===== src/rtl/pf_pkg.sv =====
`timescale 1ns/1ps
package pf_pkg;

    // Index of each sticky flag inside the clear vector
    localparam int FLG_DIP   = 0;
    localparam int FLG_LOSS  = 1;
    localparam int FLG_SHORT = 2;
    localparam int FLG_N     = 3;

    typedef enum logic [1:0] {
        PF_UP   = 2'd0,   // power-good high, nothing pending
        PF_DIP  = 2'd1,   // power-good low, resume-well reset still high
        PF_LOSS = 2'd2    // resume-well reset fell while power-good was low
    } pf_state_e;

    typedef struct packed {
        pf_state_e st;
        logic      reboot;
        logic      flag_dip;
        logic      flag_loss;
    } cls_regs_t;

endpackage


===== src/rtl/pf_sync.sv =====
`timescale 1ns/1ps
module pf_sync #(
    parameter int             W       = 2,
    parameter int             STAGES  = 2,
    parameter logic [W-1:0]   RST_VAL = '1
) (
    input  logic         clk,
    input  logic         rst_n,
    input  logic [W-1:0] d_a,
    output logic [W-1:0] q_s
);
    logic [W-1:0] stg_q [STAGES];

    generate
        for (genvar s = 0; s < STAGES; s++) begin : g_stage
            if (s == 0) begin : g_first
                always_ff @(posedge clk or negedge rst_n) begin
                    if (!rst_n) stg_q[s] <= RST_VAL;
                    else        stg_q[s] <= d_a;
                end
            end else begin : g_next
                always_ff @(posedge clk or negedge rst_n) begin
                    if (!rst_n) stg_q[s] <= RST_VAL;
                    else        stg_q[s] <= stg_q[s-1];
                end
            end
        end
    endgenerate

    assign q_s = stg_q[STAGES-1];
endmodule


===== src/rtl/pf_classify.sv =====
`timescale 1ns/1ps
module pf_classify
    import pf_pkg::*;
(
    input  logic clk,
    input  logic rst_n,
    input  logic pg_s,
    input  logic rsm_s,
    input  logic policy_off,
    input  logic clr_dip,
    input  logic clr_loss,
    output logic reboot,
    output logic flag_dip,
    output logic flag_loss
);
    localparam cls_regs_t CLS_RST = '{st: PF_UP, reboot: 1'b0, flag_dip: 1'b0, flag_loss: 1'b0};

    cls_regs_t q, d;

    always_comb begin
        d        = q;
        d.reboot = 1'b0;
        if (clr_dip)  d.flag_dip  = 1'b0;
        if (clr_loss) d.flag_loss = 1'b0;
        case (q.st)
            PF_UP: begin
                if (!pg_s) d.st = rsm_s ? PF_DIP : PF_LOSS;
            end
            PF_DIP: begin
                if (!rsm_s) begin
                    d.st = PF_LOSS;
                end else if (pg_s) begin
                    d.st       = PF_UP;
                    d.flag_dip = 1'b1;
                    d.reboot   = 1'b1;
                end
            end
            PF_LOSS: begin
                if (pg_s && rsm_s) begin
                    d.st        = PF_UP;
                    d.flag_loss = 1'b1;
                    d.reboot    = !policy_off;
                end
            end
            default: d.st = PF_UP;
        endcase
    end

    always_ff @(posedge clk or negedge rst_n) begin
        if (!rst_n) q <= CLS_RST;
        else        q <= d;
    end

    assign reboot    = q.reboot;
    assign flag_dip  = q.flag_dip;
    assign flag_loss = q.flag_loss;

    assert_pulse_single_R4: assert property (@(posedge clk) disable iff (!rst_n)
        q.reboot |=> !q.reboot);
    assert_reboot_after_good_R4: assert property (@(posedge clk) disable iff (!rst_n)
        q.reboot |-> ($past(pg_s) && $past(rsm_s)));
    assert_dip_forces_reboot_R2: assert property (@(posedge clk) disable iff (!rst_n)
        $rose(q.flag_dip) |-> q.reboot);
    assert_policy_off_R3: assert property (@(posedge clk) disable iff (!rst_n)
        ($rose(q.flag_loss) && $past(policy_off)) |-> !q.reboot);
    assert_policy_on_R3: assert property (@(posedge clk) disable iff (!rst_n)
        ($rose(q.flag_loss) && !$past(policy_off)) |-> q.reboot);
    assert_sticky_dip_R5: assert property (@(posedge clk) disable iff (!rst_n)
        $fell(q.flag_dip) |-> $past(clr_dip));
    assert_sticky_loss_R5: assert property (@(posedge clk) disable iff (!rst_n)
        $fell(q.flag_loss) |-> $past(clr_loss));
endmodule


===== src/rtl/pf_sleep_hold.sv =====
`timescale 1ns/1ps
module pf_sleep_hold #(
    parameter int MIN_HOLD = 32768
) (
    input  logic clk,
    input  logic rst_n,
    input  logic en,
    input  logic req,
    input  logic clr_short,
    output logic out,
    output logic flag_short
);
    localparam int               CNT_W = (MIN_HOLD > 1) ? $clog2(MIN_HOLD) : 1;
    localparam logic [CNT_W-1:0] LIMIT = CNT_W'(MIN_HOLD - 1);

    typedef struct packed {
        logic             out;
        logic [CNT_W-1:0] cnt;
        logic             flag_short;
    } hold_regs_t;

    hold_regs_t q, d;
    logic       done;

    // cnt_q == k-1 at the edge where the output has been high k cycles
    assign done = (q.cnt == LIMIT);

    always_comb begin
        d = q;
        if (clr_short) d.flag_short = 1'b0;
        if (!q.out) begin
            if (req) begin
                d.out = 1'b1;
                d.cnt = '0;
            end
        end else if (!req && (done || !en)) begin
            d.out = 1'b0;
            if (!done) d.flag_short = 1'b1;
        end else if (!done) begin
            d.cnt = q.cnt + 1'b1;
        end
    end

    always_ff @(posedge clk or negedge rst_n) begin
        if (!rst_n) q <= '0;
        else        q <= d;
    end

    assign out        = q.out;
    assign flag_short = q.flag_short;

    assert_min_hold_R7: assert property (@(posedge clk) disable iff (!rst_n)
        ($fell(q.out) && $past(en)) |-> $past(done));
    assert_short_on_release_R8: assert property (@(posedge clk) disable iff (!rst_n)
        $rose(q.flag_short) |-> $fell(q.out));
    assert_sticky_short_R5: assert property (@(posedge clk) disable iff (!rst_n)
        $fell(q.flag_short) |-> $past(clr_short));
endmodule


===== src/rtl/pf_reboot_ctrl.sv =====
`timescale 1ns/1ps
module pf_reboot_ctrl
    import pf_pkg::*;
#(
    parameter int MIN_HOLD    = 32768,
    parameter int SYNC_STAGES = 2
) (
    input  logic             clk_rtc,
    input  logic             rst_n,
    input  logic             pwr_good_a,
    input  logic             rsm_rst_n_a,
    input  logic             policy_stay_off,
    input  logic             stretch_en,
    input  logic             sleep_req,
    input  logic [FLG_N-1:0] clr_flags,
    output logic             reboot_req,
    output logic             sleep_out,
    output logic             flag_dip,
    output logic             flag_loss,
    output logic             flag_short_sleep
);
    logic [1:0] raw_a;
    logic [1:0] syn_s;

    assign raw_a = {rsm_rst_n_a, pwr_good_a};

    pf_sync #(.W(2), .STAGES(SYNC_STAGES), .RST_VAL(2'b11)) u_sync (
        .clk   (clk_rtc),
        .rst_n (rst_n),
        .d_a   (raw_a),
        .q_s   (syn_s)
    );

    pf_classify u_cls (
        .clk        (clk_rtc),
        .rst_n      (rst_n),
        .pg_s       (syn_s[0]),
        .rsm_s      (syn_s[1]),
        .policy_off (policy_stay_off),
        .clr_dip    (clr_flags[FLG_DIP]),
        .clr_loss   (clr_flags[FLG_LOSS]),
        .reboot     (reboot_req),
        .flag_dip   (flag_dip),
        .flag_loss  (flag_loss)
    );

    pf_sleep_hold #(.MIN_HOLD(MIN_HOLD)) u_hold (
        .clk        (clk_rtc),
        .rst_n      (rst_n),
        .en         (stretch_en),
        .req        (sleep_req),
        .clr_short  (clr_flags[FLG_SHORT]),
        .out        (sleep_out),
        .flag_short (flag_short_sleep)
    );

    assert_no_double_event_R4: assert property (@(posedge clk_rtc) disable iff (!rst_n)
        !($rose(flag_dip) && $rose(flag_loss)));
endmodule


===== config.mk =====
export PLATFORM = sky130hd
export DESIGN_NAME = pf_reboot_ctrl
export DESIGN_NICKNAME = d
export VERILOG_FILES = /design/src/rtl/pf_pkg.sv /design/src/rtl/pf_sync.sv /design/src/rtl/pf_classify.sv /design/src/rtl/pf_sleep_hold.sv /design/src/rtl/pf_reboot_ctrl.sv
export SDC_FILE = /design/constraint.sdc
export NUM_CORES = 1
export LEC_CHECK = 0
export BUFFER_PORTS_ARGS = -buffer_cell sky130_fd_sc_hd__buf_2
export CORE_ASPECT_RATIO = 1.2
export CORE_MARGIN = 3
export CORE_UTILIZATION = 41
export CTS_CLUSTER_DIAMETER = 100
export DETAILED_ROUTE_END_ITERATION = 10
export PLACE_DENSITY_LB_ADDON = 0.15
export SYNTH_ARGS = -nofsm -noshare
export SYNTH_HDL_FRONTEND = slang
export SYNTH_SLANG_ARGS = --single-unit
export TNS_END_PERCENT = 100

===== constraint.sdc =====
create_clock -name clk_rtc -period 2.5 [get_ports clk_rtc]
set_input_delay 0.5 -clock clk_rtc [delete_from_list [all_inputs] [get_ports clk_rtc]]
set_output_delay 0.5 -clock clk_rtc [all_outputs]
set_load 0.03 [all_outputs]

Yosys cells after proc, flatten, opt, wreduce, memory -nomap -nowiden
Cells that the tools add are included.
Cells by class
  eq/ne operators: 8
  reductions and logical operators: 10
  muxes and demuxes: 22
  add/sub/neg operators: 1
Operators by type and width (count)
  16-bit two-way mux: 2
  15-bit two-way mux: 2
  15-bit by 1-bit adder with 15-bit output, second input constant: 1
  15-bit equality test, second input constant: 1
  1-bit two-way mux: 10
  2-bit two-way mux: 4
  2-bit inequality test, second input constant: 3
  2-bit case mux with 3 select lines: 1
  3-bit AND reduction: 2
  4-bit two-way mux: 1
  1-bit logical NOT: 3
  3-bit two-way mux: 1
  3-bit inequality test, second input constant: 1
  2-bit by 1-bit equality test with 1-bit output, second input constant: 1
  2-bit equality test, second input constant: 1
  1-bit logical AND: 2
  2-bit logical NOT: 1
  2-bit by 1-bit inequality test with 1-bit output, second input constant: 1
  1-bit case mux with 2 select lines: 1
  2-bit nonzero test: 1
  1-bit logical OR: 1
Word-level totals
  register bits: 26
  word-level logic and storage cells: 50
  bits of input ports: 10
  output and inout port bits: 5

Depth between registers and ports, before layout
  depth after elaboration: 5
  mapped depth: 6
  depth with buffers taken out: 6

By module
A second synthesis with hierarchy kept.
Second synthesis, totals
  cell total of the unflattened synthesis: 145
  area, all modules: 1415.1 µm²
Modules (own cells, without submodules)
  pf_sleep_hold: area an instance 969.7 µm², cells each 104, sequential area each 425.4 µm², times used 1
  pf_classify: area an instance 325.3 µm², cells each 35, sequential area each 125.1 µm², times used 1
  pf_sync: area an instance 120.1 µm², cells each 6, sequential area each 105.1 µm², times used 1

Least setup slack after synthesis
Ideal clock, no wire load.
  kind: register to register
  start point: reg u_hold.q[1] (netlist name)
  end point: reg u_hold.q[13] (netlist name)
  stages on the path, launching flop included: 6
  data required time: 2.431 ns
  buffers on the path: 0
  arrival: 1.791 ns
  setup slack: 0.640 ns
  setup time: 0.069 ns
  period minus slack after synthesis: 1.860 ns
  cells stage by stage: dfrtp_1 -> ha_1 -> nand3_4 -> or4_4 -> or4_1 -> nand3_1
Between the ends
  longest elaborated chain between the ends: 5
  elaborated cells between the ends (all ways): 10
  classes of those cells: add/sub: 1; eq/ne: 3; mux: 3; reduce/logical: 3
Ends and longest elaborated chain
  from (decl): RTL line pf_sleep_hold.sv:22  | hold_regs_t q, d;
  from (signal assigned): RTL line pf_sleep_hold.sv:45  | if (!rst_n) q <= '0;
  from (signal assigned): RTL line pf_sleep_hold.sv:46  | else q <= d;
  branches (longest 5 deep; another with 15-bit by 1-bit adder with 15-bit output)
Parallel ways; which one is timed is not known. The select of a mux whose other input is x is not followed.
A chain may end at the register's enable or synchronous reset.

Worst setup path in the final report
  start point: reg u_hold.q[1] (netlist name)
  end point: reg u_hold.q[1] (netlist name)
The elaborated chain is that of the path after synthesis.

==> flow_summary.yaml <==
floorplan:
  pin_count: 15
  coreArea_sq_um: 3138
  chipHeight_um: 69.53
  rows: 22
  die_width_um: 58.94
  die-area_sq_um: 4098
  start_util_pct: 43.94
placement:
  placed_area_sq_um: 1495
  gp_congestion: 0.8215
  hpwl_um: 1973
  io_buffers: 14
  pre_cts_ws_ps: 478.0
clocking:
  cts_sinks: 26
  cts_setup_buffers: 0
  clockBufferDepth: 2
  path_clk_slew_ps: 150
  clk_latency_ps: 320
  cts_tree: "done"
  cts_root_buf: "clkbuf_4"
  htree_levels: 1
  cts_hold_buf: 0
  cts_resized: 0
  numCtsBuffers: 3
yosys:
  synth_top_area_share_pct: 39.93
  synth.avg_cell_area_sq_um: 9.779
  yosys_warnings: 0
  synth_seq_cells: 26
  async_flop_share_pct: 100.0
  yosysMostFrequentCell: "dfrtp_1"
  synth_area_sq_um: 1379
  synth_cell_type_count: 37
  netlist_instances: 141
  synth_seq_area_share_pct: 47.55
  ys_top_cells_by_count: "dfrtp_1, inv_1, o31ai_1"
  synth_edf_count: 0
  syn_nets: 156
  ys.flop_type: "dfrtp_1"
  synth_top_area_cell: "dfrtp_1"
  synth_area_leaders: "dfrtp_1, dfstp_2, o31ai_1"
finish:
  n_fill_cell: 297
  final_design_area_no_fill_sq_um: 1548
  regArea_sq_um: 655.6
  syn2layout_area_growth_pct: 12.25
  fin_nets: 173
  n_antenna_cell: 0
  multi_input_area_sq_um: 660.6
  drive_gt1_share_pct: 19.11
drt:
  routed-via-count: 1143
  routed_wl_um: 2718
  firstDrtPassIters: 4
  drtIter0Drc: 31
  ant_nets: 0
  drc: 0
  viasPerCell: 5.922
  wl_per_cell_um: 14.08
timing:
  period_share_pct: 82.21
  finClkSkew_ps: 10.94
  period_needed_ps: 2055
  rsz0062_at_grt: "false"
  max_freq_mhz: 486.6
  hold_viol: 0
  max_slew_margin_pct: 50.27
  setup_tns_ps: 0
  tightest_slew_ps: 739.2
  finalSetupViolCount: 0
  worst_slack_ps: 444.8
  maxSlewViolCount: 0
worst_setup_path:
  cpMaxStageDelayCell: "nor4_1"
  crit_top_cell: "o21ai_0"
  worst_setup_path_start_kind: "flip-flop"
  required_ps: 2750
  crit_path_end_kind: "flip-flop"
  slowest_delay_ps: 670
  cp_num_buf_inv: 1
  cp_max_fo: 10
  worst-setup-path-type: "flip-flop to flip-flop"
  worstPathArrival_ps: 2300
  path_cells: "ha_1, nand3_4, nor4_1, buf_4, o21ai_0, o21ai_0"
  crit_family: "simple AND/OR/NAND/NOR gates"
job:
  drv_cap: 0
pwr:
  total_power_mw: 1.063
  ir_drop_v: 0.0003725
  power_density_nw_per_um2: 686.6
  leakagePower_nw: 0.6926
outcome:
  status: "completed"
global_routing:
  grt_pass1_wl_um: 4650
  antenna_found_initial: 0
  grt_usage_pct: 14.57
  grt_remaining_overflow: 0
  grt_pass1_vias: 1078
  grt_max_degree: 27
worst_hold_path:
  hold_class: "input port to async pin"
final timing paths:
kind	cells past startpoint	endpoint	startpoint	slack, ps
max in group asynchronous	1	u_sync.q_s[1]$_DFF_PN1_	rst_n	1970
min reg2reg	0	u_sync.q_s[0]$_DFF_PN1_	u_sync.stg_q[2]$_DFF_PN1_	370
max reg2reg	6	u_hold.q[1]$_DFFE_PN0P_	u_hold.q[1]$_DFFE_PN0P_	440
min	1	u_hold.q[4]$_DFFE_PN0P_	rst_n	140
max	6	u_hold.q[1]$_DFFE_PN0P_	u_hold.q[1]$_DFFE_PN0P_	440
min in group clk_rtc	1	u_sync.stg_q[3]$_DFF_PN1_	rsm_rst_n_a	260
flip-flops by register name (all words and copies together), names as in the netlist:
signal             count
u_hold.flag_short      1
u_sync.q_s             2
u_cls.reboot           1
u_hold.q              15
u_hold.out             1
u_cls.flag_dip         1
u_cls.q                2
u_cls.flag_loss        1
u_sync.stg_q           2
cell type report:
| cell class | instances | area share (%) |
|---|---|---|
| Clock buffer | 3 | 1.455 |
| Clock inverter | 1 | 1.940 |
| Inverter | 11 | 2.668 |
| Multi-Input combinational cell | 99 | 42.68 |
| Sequential cell | 26 | 42.36 |
| Tap cell | 36 | 2.910 |
| Timing Repair Buffer | 17 | 5.982 |
power by group:
part / total (mW) / internal [mW] / leakage [nW] / switching (mW)
sequential: 0.530 / 0.476 / 0.337 / 0.0538
clock: 0.288 / 0.162 / 0.0279 / 0.126
combinational: 0.244 / 0.103 / 0.328 / 0.141
total: 1.06 / 0.742 / 0.693 / 0.321
kinds of logic (layout without fill, tap and decap cells):
| group | Yosys count | in the layout | share of synthesized area [%] |
|---|---|---|---|
| multiplexers | 3 | 3 | 2.178 |
| flip-flops | 26 | 26 | 47.55 |
| AO/OA/AOI/OAI | 40 | 40 | 19.96 |
| adder cells (fa/ha/maj) | 5 | 5 | 4.537 |
| buffers and inverters | 16 | 32 | 4.536 |
| AND/OR/NAND/NOR | 51 | 51 | 21.23 |
per-layer routing:
metal	vias up	share of wire, %	routed length [um]	track usage, %
li1	557	-	-	-
met1	562	48	1304	19.39
met2	22	47	1287	22.97
met3	2	3.7	101	1.862
met4	0	0.88	24	6.801
met5	-	0	0	0
per-stage QoR:
step                      cells  util, %  hold WS [ps]
after floorplan             141        -         204.4
after global placement      189    47.65         346.1
after detailed placement    189    47.65         347.5
after CTS                   193    49.32         156.9
after global routing        193    49.32         180.0
final                       193    49.32         141.8
placed cells by master (no fill, tap or decap), types with 4 or more instances in the layout:
master	netlist	final
a21oi_1	5	5
buf_2	1	14
dfrtp_1	22	22
dfstp_2	4	4
ha_1	5	5
inv_1	11	11
nand2_1	8	8
nand3_1	9	9
nor2_1	10	10
o21ai_0	10	10
o31ai_1	11	11
(Power assumes the default switching activity.)
